$ cat src/rtl/lkrf_pkg.sv
package lkrf_pkg;
    localparam logic [31:0] UNLOCK_CODE = 32'h0000_DF0D;
    localparam logic [31:0] ISR_IMPL    = 32'h8000_7FFF;
    localparam logic [1:0]  SZ_WORD     = 2'd2;

    localparam int A_LOCK = 'h00;
    localparam int A_STAT = 'h04;
    localparam int A_ISR  = 'h08;
    localparam int A_IMR  = 'h0C;
    localparam int A_IER  = 'h10;
    localparam int A_IDR  = 'h14;
    localparam int A_CLD  = 'h18;
    localparam int A_PLK  = 'h1C;
    localparam int A_TIM0 = 'h20;
    localparam int STAT_CACHE_BIT = 5;

    typedef enum logic {
        LK_OPEN   = 1'b0,
        LK_LOCKED = 1'b1
    } lk_state_e;

    typedef enum logic {
        CL_IDLE = 1'b0,
        CL_DONE = 1'b1
    } cl_state_e;

    function automatic logic [31:0] evt_to_isr(input logic [15:0] e);
        return {e[15], 16'b0, e[14:0]};
    endfunction
endpackage

$ cat src/rtl/lkrf_lock_fsm.sv
module lkrf_lock_fsm
    import lkrf_pkg::*;
(
    input  logic        clk,
    input  logic        rst_n,
    input  logic        lock_we,
    input  logic [31:0] wdata,
    output logic        locked
);
    lk_state_e state_q, state_d;

    always_ff @(posedge clk) begin
        if (!rst_n) state_q <= LK_LOCKED;
        else        state_q <= state_d;
    end

    always_comb begin
        state_d = state_q;
        if (lock_we) begin
            unique case (state_q)
                LK_LOCKED: state_d = (wdata == UNLOCK_CODE) ? LK_OPEN : LK_LOCKED;
                LK_OPEN:   state_d = (wdata == UNLOCK_CODE) ? LK_OPEN : LK_LOCKED;
            endcase
        end
    end

    always_comb begin
        locked = (state_q == LK_LOCKED);
    end


    code_unlocks_chk: assert property (@(posedge clk) disable iff (!rst_n)
        (lock_we && wdata == UNLOCK_CODE) |=> !locked);

    wrong_code_locks_chk: assert property (@(posedge clk) disable iff (!rst_n)
        (lock_we && wdata != UNLOCK_CODE) |=> locked);

    guard_holds_chk: assert property (@(posedge clk) disable iff (!rst_n)
        !lock_we |=> $stable(locked));
endmodule

$ cat src/rtl/lkrf_irq_ctrl.sv
module lkrf_irq_ctrl
    import lkrf_pkg::*;
(
    input  logic        clk,
    input  logic        rst_n,
    input  logic        isr_we,
    input  logic        ier_we,
    input  logic        idr_we,
    input  logic [31:0] wdata,
    input  logic [15:0] src_evt,
    output logic [31:0] isr_q,
    output logic [31:0] imr_q,
    output logic        irq
);
    logic [31:0] evt_vec;
    logic [31:0] isr_d, imr_d;

    always_comb begin
        evt_vec = evt_to_isr(src_evt);
        isr_d   = isr_q;
        if (isr_we) isr_d = isr_d & ~wdata;
        isr_d = (isr_d | evt_vec) & ISR_IMPL;

        imr_d = imr_q;
        if (ier_we) imr_d = imr_d & ~wdata;
        if (idr_we) imr_d = (imr_d | wdata) & ISR_IMPL;
    end

    always_ff @(posedge clk) begin
        if (!rst_n) begin
            isr_q <= '0;
            imr_q <= ISR_IMPL;
        end else begin
            isr_q <= isr_d;
            imr_q <= imr_d;
        end
    end

    always_comb begin
        irq = |(isr_q & ~imr_q);
    end


    evt_sets_chk: assert property (@(posedge clk) disable iff (!rst_n)
        (evt_vec != '0) |=> ((isr_q & $past(evt_vec)) == $past(evt_vec)));

    reserved_zero_chk: assert property (@(posedge clk) disable iff (!rst_n)
        (isr_q[30:15] == '0));

    mask_port_only_chk: assert property (@(posedge clk) disable iff (!rst_n)
        (!ier_we && !idr_we) |=> $stable(imr_q));

    enable_clears_chk: assert property (@(posedge clk) disable iff (!rst_n)
        (ier_we && !idr_we) |=> ((imr_q & $past(wdata)) == '0));

    disable_sets_chk: assert property (@(posedge clk) disable iff (!rst_n)
        (idr_we && !ier_we) |=> ((imr_q & $past(wdata) & ISR_IMPL) == ($past(wdata) & ISR_IMPL)));
endmodule

$ cat src/rtl/lkrf_cfg_regs.sv
module lkrf_cfg_regs
    import lkrf_pkg::*;
#(
    parameter int NUM_TIM = 5,
    parameter int TIM_W   = 8,
    parameter logic [NUM_TIM*TIM_W-1:0] TIM_INIT = {8'h16, 8'h3A, 8'h11, 8'hFF, 8'h19}
) (
    input  logic                     clk,
    input  logic                     rst_n,
    input  logic [NUM_TIM-1:0]       tim_we,
    input  logic [TIM_W-1:0]         tim_wdata,
    input  logic                     plk_we,
    input  logic                     plk_bit,
    input  logic                     cld_we,
    input  logic                     cld_bit,
    output logic [NUM_TIM*TIM_W-1:0] tim_q,
    output logic                     plk_q,
    output logic                     cache_done
);
    cl_state_e cl_q, cl_d;

    for (genvar i = 0; i < NUM_TIM; i++) begin : g_tim
        always_ff @(posedge clk) begin
            if (!rst_n)         tim_q[i*TIM_W +: TIM_W] <= TIM_INIT[i*TIM_W +: TIM_W];
            else if (tim_we[i]) tim_q[i*TIM_W +: TIM_W] <= tim_wdata;
        end
    end

    always_ff @(posedge clk) begin
        if (!rst_n)      plk_q <= 1'b0;
        else if (plk_we) plk_q <= plk_q | plk_bit;
    end

    always_ff @(posedge clk) begin
        if (!rst_n) cl_q <= CL_IDLE;
        else        cl_q <= cl_d;
    end

    always_comb begin
        cl_d = cl_q;
        unique case (cl_q)
            CL_IDLE: if (cld_we && cld_bit) cl_d = CL_DONE;
            CL_DONE: cl_d = CL_DONE;
        endcase
    end

    always_comb begin
        cache_done = (cl_q == CL_DONE);
    end


    plk_sticky_chk: assert property (@(posedge clk) disable iff (!rst_n)
        plk_q |=> plk_q);

    cache_load_chk: assert property (@(posedge clk) disable iff (!rst_n)
        (cld_we && cld_bit) |=> cache_done);

    cache_sticky_chk: assert property (@(posedge clk) disable iff (!rst_n)
        cache_done |=> cache_done);
endmodule

$ cat src/rtl/guarded_irq_regs.sv
module guarded_irq_regs
    import lkrf_pkg::*;
#(
    parameter int ADDR_W  = 8,
    parameter int NUM_TIM = 5,
    parameter int TIM_W   = 8,
    parameter logic [NUM_TIM*TIM_W-1:0] TIM_INIT = {8'h16, 8'h3A, 8'h11, 8'hFF, 8'h19}
) (
    input  logic              clk,
    input  logic              rst_n,
    input  logic              wr_en,
    input  logic              rd_en,
    input  logic [ADDR_W-1:0] addr,
    input  logic [1:0]        size,
    input  logic [31:0]       wdata,
    output logic [31:0]       rdata,
    input  logic [15:0]       src_evt,
    output logic              irq
);
    logic word_ok, wr_ok, wr_open, locked;
    logic lock_we, isr_we, ier_we, idr_we, plk_we, cld_we;
    logic [NUM_TIM-1:0] tim_we;
    logic [31:0] isr_q, imr_q, rd_val, rdata_q;
    logic [NUM_TIM*TIM_W-1:0] tim_q;
    logic plk_q, cache_done;

    always_comb begin
        word_ok = (size == SZ_WORD) && (addr[1:0] == 2'b00);
        wr_ok   = wr_en && word_ok;
        wr_open = wr_ok && !locked;
        lock_we = wr_ok   && (addr == ADDR_W'(A_LOCK));
        isr_we  = wr_open && (addr == ADDR_W'(A_ISR));
        ier_we  = wr_open && (addr == ADDR_W'(A_IER));
        idr_we  = wr_open && (addr == ADDR_W'(A_IDR));
        plk_we  = wr_open && (addr == ADDR_W'(A_PLK));
        cld_we  = wr_open && (addr == ADDR_W'(A_CLD));
    end

    for (genvar i = 0; i < NUM_TIM; i++) begin : g_twe
        assign tim_we[i] = wr_open && (addr == ADDR_W'(A_TIM0 + 4 * i));
    end

    lkrf_lock_fsm u_lock (
        .clk    (clk),
        .rst_n  (rst_n),
        .lock_we(lock_we),
        .wdata  (wdata),
        .locked (locked)
    );

    lkrf_irq_ctrl u_irq (
        .clk    (clk),
        .rst_n  (rst_n),
        .isr_we (isr_we),
        .ier_we (ier_we),
        .idr_we (idr_we),
        .wdata  (wdata),
        .src_evt(src_evt),
        .isr_q  (isr_q),
        .imr_q  (imr_q),
        .irq    (irq)
    );

    lkrf_cfg_regs #(
        .NUM_TIM (NUM_TIM),
        .TIM_W   (TIM_W),
        .TIM_INIT(TIM_INIT)
    ) u_cfg (
        .clk       (clk),
        .rst_n     (rst_n),
        .tim_we    (tim_we),
        .tim_wdata (wdata[TIM_W-1:0]),
        .plk_we    (plk_we),
        .plk_bit   (wdata[0]),
        .cld_we    (cld_we),
        .cld_bit   (wdata[0]),
        .tim_q     (tim_q),
        .plk_q     (plk_q),
        .cache_done(cache_done)
    );

    always_comb begin
        rd_val = '0;
        if (addr == ADDR_W'(A_LOCK))      rd_val = {31'b0, locked};
        else if (addr == ADDR_W'(A_STAT)) rd_val = 32'(cache_done) << STAT_CACHE_BIT;
        else if (addr == ADDR_W'(A_ISR))  rd_val = isr_q;
        else if (addr == ADDR_W'(A_IMR))  rd_val = imr_q;
        else if (addr == ADDR_W'(A_PLK))  rd_val = {31'b0, plk_q};
        for (int i = 0; i < NUM_TIM; i++) begin
            if (addr == ADDR_W'(A_TIM0 + 4 * i)) rd_val = 32'(tim_q[i*TIM_W +: TIM_W]);
        end
    end

    always_ff @(posedge clk) begin
        if (!rst_n)     rdata_q <= '0;
        else if (rd_en) rdata_q <= word_ok ? rd_val : '0;
    end

    assign rdata = rdata_q;


    locked_drop_chk: assert property (@(posedge clk) disable iff (!rst_n)
        (locked && wr_en && addr != ADDR_W'(A_LOCK)) |=>
        ($stable(tim_q) && $stable(plk_q) && $stable(imr_q) && $stable(cache_done)));

    bad_size_drop_chk: assert property (@(posedge clk) disable iff (!rst_n)
        (wr_en && !word_ok) |=>
        ($stable(tim_q) && $stable(plk_q) && $stable(imr_q) && $stable(locked)));

    rdata_hold_chk: assert property (@(posedge clk) disable iff (!rst_n)
        !rd_en |=> $stable(rdata));
endmodule

$ cat config.mk
export PLATFORM = sky130hd
export DESIGN_NAME = guarded_irq_regs
export DESIGN_NICKNAME = d
export VERILOG_FILES = /design/src/rtl/lkrf_pkg.sv /design/src/rtl/lkrf_lock_fsm.sv /design/src/rtl/lkrf_irq_ctrl.sv /design/src/rtl/lkrf_cfg_regs.sv /design/src/rtl/guarded_irq_regs.sv
export SDC_FILE = /design/constraint.sdc
export NUM_CORES = 1
export LEC_CHECK = 0
export ABC_AREA = 1
export ABC_CLOCK_PERIOD_IN_PS = 2300
export CAP_MARGIN = 0
export CORE_UTILIZATION = 40
export DETAILED_ROUTE_END_ITERATION = 8
export DONT_BUFFER_PORTS = 1
export REMOVE_ABC_BUFFERS = 1
export SYNTH_ARGS = -nofsm -noshare
export SYNTH_HDL_FRONTEND = slang
export SYNTH_HIERARCHICAL = 1
export SYNTH_SLANG_ARGS = --single-unit
$ cat constraint.sdc
create_clock -name clk -period 2.3 [get_ports clk]
set_input_delay 0.23 -clock clk [delete_from_list [all_inputs] [get_ports clk]]
set_output_delay 0.23 -clock clk [all_outputs]
set_load 0.01 [all_outputs]
==> results.yml <==
clocking:
  cts_repair_resize_count: 0
  insertion_delay_ns: 0.42
  cts.sinks: 123
  cts_max_level: 4
  clkTransAtPathRegs_ns: 0.05
  cts_buffers: 17
  cts_tree: "built"
  cts_buffer_depth: 2
  root_buffer: "clkbuf_16"
critical_path:
  crit_fanout: 32
  worstPathRequired_ns: 2.61
  worstPathCellList: "nor3_1 -> nand2_1 -> nor3_1 -> inv_1 -> buf_4 -> nand3_1 -> a21oi_1 -> dlygate4sd3_1"
  rrSetupSlack_ns: 0.24
  cp.arrival_ns: 2.36
  rr_worst_depth: 8
  endpoint_kind: "register"
  crit_type: "register to register"
  crit_start: "u_lock/locked"
  startpoint_type: "register"
  timing.critical_path.mode_cell: "nor3_1"
  slowest_delay_ns: 0.57
  critical_path_buf_inv_count: 3
  reg2reg_from: "u_lock/locked"
  crit_family: "buffers and inverters"
  worst_path_max_delay_cell: "dlygate4sd3_1"
route:
  dr.pass1.iters: 7
  ant_nets: 0
  top_layer: "met4"
  wire_per_inst_um: 14.99
  dr_wl_met2_mm: 7.926
  drt-vias-per-instance: 4.868
  vias: 5486
  drt-total-wl_mm: 16.89
  wirelength_met1_mm: 7.811
  drc: 7
  routed-wl-met3_um: 901
  drt_iter0_drc: 308
place:
  dp_cells: 1036
  place_area_um2: 6127
  hpwl_mm: 10.67
  gp_congestion: 0.7963
  portBuffers: 0
  dp_slack_ns: 0.5400
hold_path:
  worstHoldStart: "wdata[0]"
  hp-class: "primary input to register"
  hold_end: "u_irq/imr_q[0]"
  min_path_cells: 2
sta:
  slew_headroom: 0.3635
  fin_crit_sh: 0.8943
  grt_setup_unrepaired: "false"
  finalClockSkew_ns: 0.006872
  finalHoldViolCount: 0
  setup_viol: 0
  max_freq_mhz: 486.2
  fin_ws_ns: 0.2432
  tightestPinTransition_ns: 0.9516
  maxSlewViolCount: 0
  finalCriticalPeriod_ns: 2.057
  tns_ns: 0
logic_synthesis:
  synth_common_cells: "nand2_1 (240), dfxtp_1 (123), inv_1 (119)"
  synth_top_area_cell: "dfxtp_1"
  yosys.area.top_type_share: 0.4025
  yosys_most_used_dff: "dfxtp_1"
  ys_types: 37
  syn_area_um2: 6118
  seq_area_frac_synth: 0.4025
  synth_edf_count: 0
  yosys_warnings: 6
  synthArstFlopShare: 0
  postSynthAreaPerCell_um2: 6.961
  ys_ff_latch: 123
  syn-instance-count: 879
  synthTopCellsByArea: "dfxtp_1 (40%), nand2_1 (15%), inv_1 (7.3%), a21oi_1 (5.6%), nand3_1 (5.6%)"
  yosysMostFrequentCell: "nand2_1"
pwr:
  ir_worst_vdd_uv: 515.1
  power_leakage_uw: 0.003437
  fin_total_pwr_uw: 5031
  cellPowerDensity_nw_per_um2: 687.7
status:
  violations: "DRC"
  status: "complete, but fails checks"
die:
  boundaryPins: 95
  die_h_um: 125.7
  row_count: 44
  design.die.area_um2: 15790
  start_util: 0.4147
  fp.coreArea_um2: 14750
  die_w_um: 125.7
global_routing:
  antenna_found_initial: 0
  grt_first_pass_wirelength_mm: 27.54
  grt_max_degree: 59
  grt_pass1_vias: 5221
  overflow: 0
  track_usage: 0.2242
finish:
  drive_above_1_share: 0.09332
  stdcell_area_um2: 7316
  fin_cells: 1127
  n_antenna_cell: 0
  area_delta_synth_final_pct: 19.57
  nets: 993
run:
  cap_violations: 0
-- power by group --
part,switching (uW),internal [uW],total (uW)
clock network,945,1660,2610
logic,155,101,256
registers,15.4,2150,2170
-- stage by stage --
| stage | hold WS (ns) | util |
|---|---|---|
| 2_1_floorplan | 0.3141 | - |
| 4_1_cts | 0.000006051 | 0.4958 |
| 3_3_place_gp | 0.3239 | 0.4153 |
| 5_1_grt | 0.003388 | 0.4958 |
| 3_5_place_dp | 0.3263 | 0.4153 |
| 6_report | 0.01482 | 0.4958 |
-- per-layer routing --
layer / vias up / GRT usage
met3: 21 / 0.05098
met1: 2476 / 0.2891
met2: 142 / 0.3673
met5: - / 0
li1: 2847 / -
met4: 0 / 0.07963
-- final cells by class --
type	count	area (um^2)
Fill cell	1545	7438
Multi-Input combinational cell	585	2826
Sequential cell	123	2462
Timing Repair Buffer	74	735.7
Inverter	130	490.5
Clock buffer	23	478.0
Tap cell	184	230.2
Clock inverter	8	92.59
-- worst max path at each step --
stage / to / slack (ns) / cells after the start
3_3_place_gp: u_irq/isr_q[7] / 0.59 / 10
4_1_cts: u_cfg/tim_q[25] / 0.26 / 8
2_1_floorplan: u_irq/imr_q[0] / -0.29 / 10
3_5_place_dp: u_irq/isr_q[14] / 0.54 / 10
6_report: register / 0.24 / 8
5_1_grt: register / 0.11 / 6
-- worst register-to-register path: stages (launching register included) --
cell	delay, ns
dfxtp_1	0.34
nor3_1	0.25
nand2_1	0.14
nor3_1	0.15
inv_1	0.06
buf_4	0.25
nand3_1	0.14
a21oi_1	0.05
dlygate4sd3_1	0.57
-- what timing repair did --
item	4_1_cts	5_1_grt
setup buffers	0	0
hold endpoints to repair	114	0
hold buffers	60	0
-- kinds of logic (layout without fill, tap and decap cells) --
logic type             count (synthesis)  in the layout  synth area share
other                                  1             16         0.0006129
AOI/OAI and AO/OA                    148            148            0.1511
buffers and inverters                186            235            0.1448
and+or+nand+nor                      421            421            0.3010
DFF                                  123            123            0.4025
-- layout by cell type, fill, tap and decap left out, types with 8 or more instances in the layout --
cell type	n
nand2_1	240
o21ai_2	10
nand3_1	68
a21oi_1	69
o211ai_1	16
a22o_1	24
o21ai_0	22
clkbuf_16	17
inv_1	119
conb_1	16
dlygate4sd3_1	59
nor2_2	8
inv_2	9
nor2_1	79
buf_4	13
dfxtp_1	123
Power figures use the tool's default switching activity.
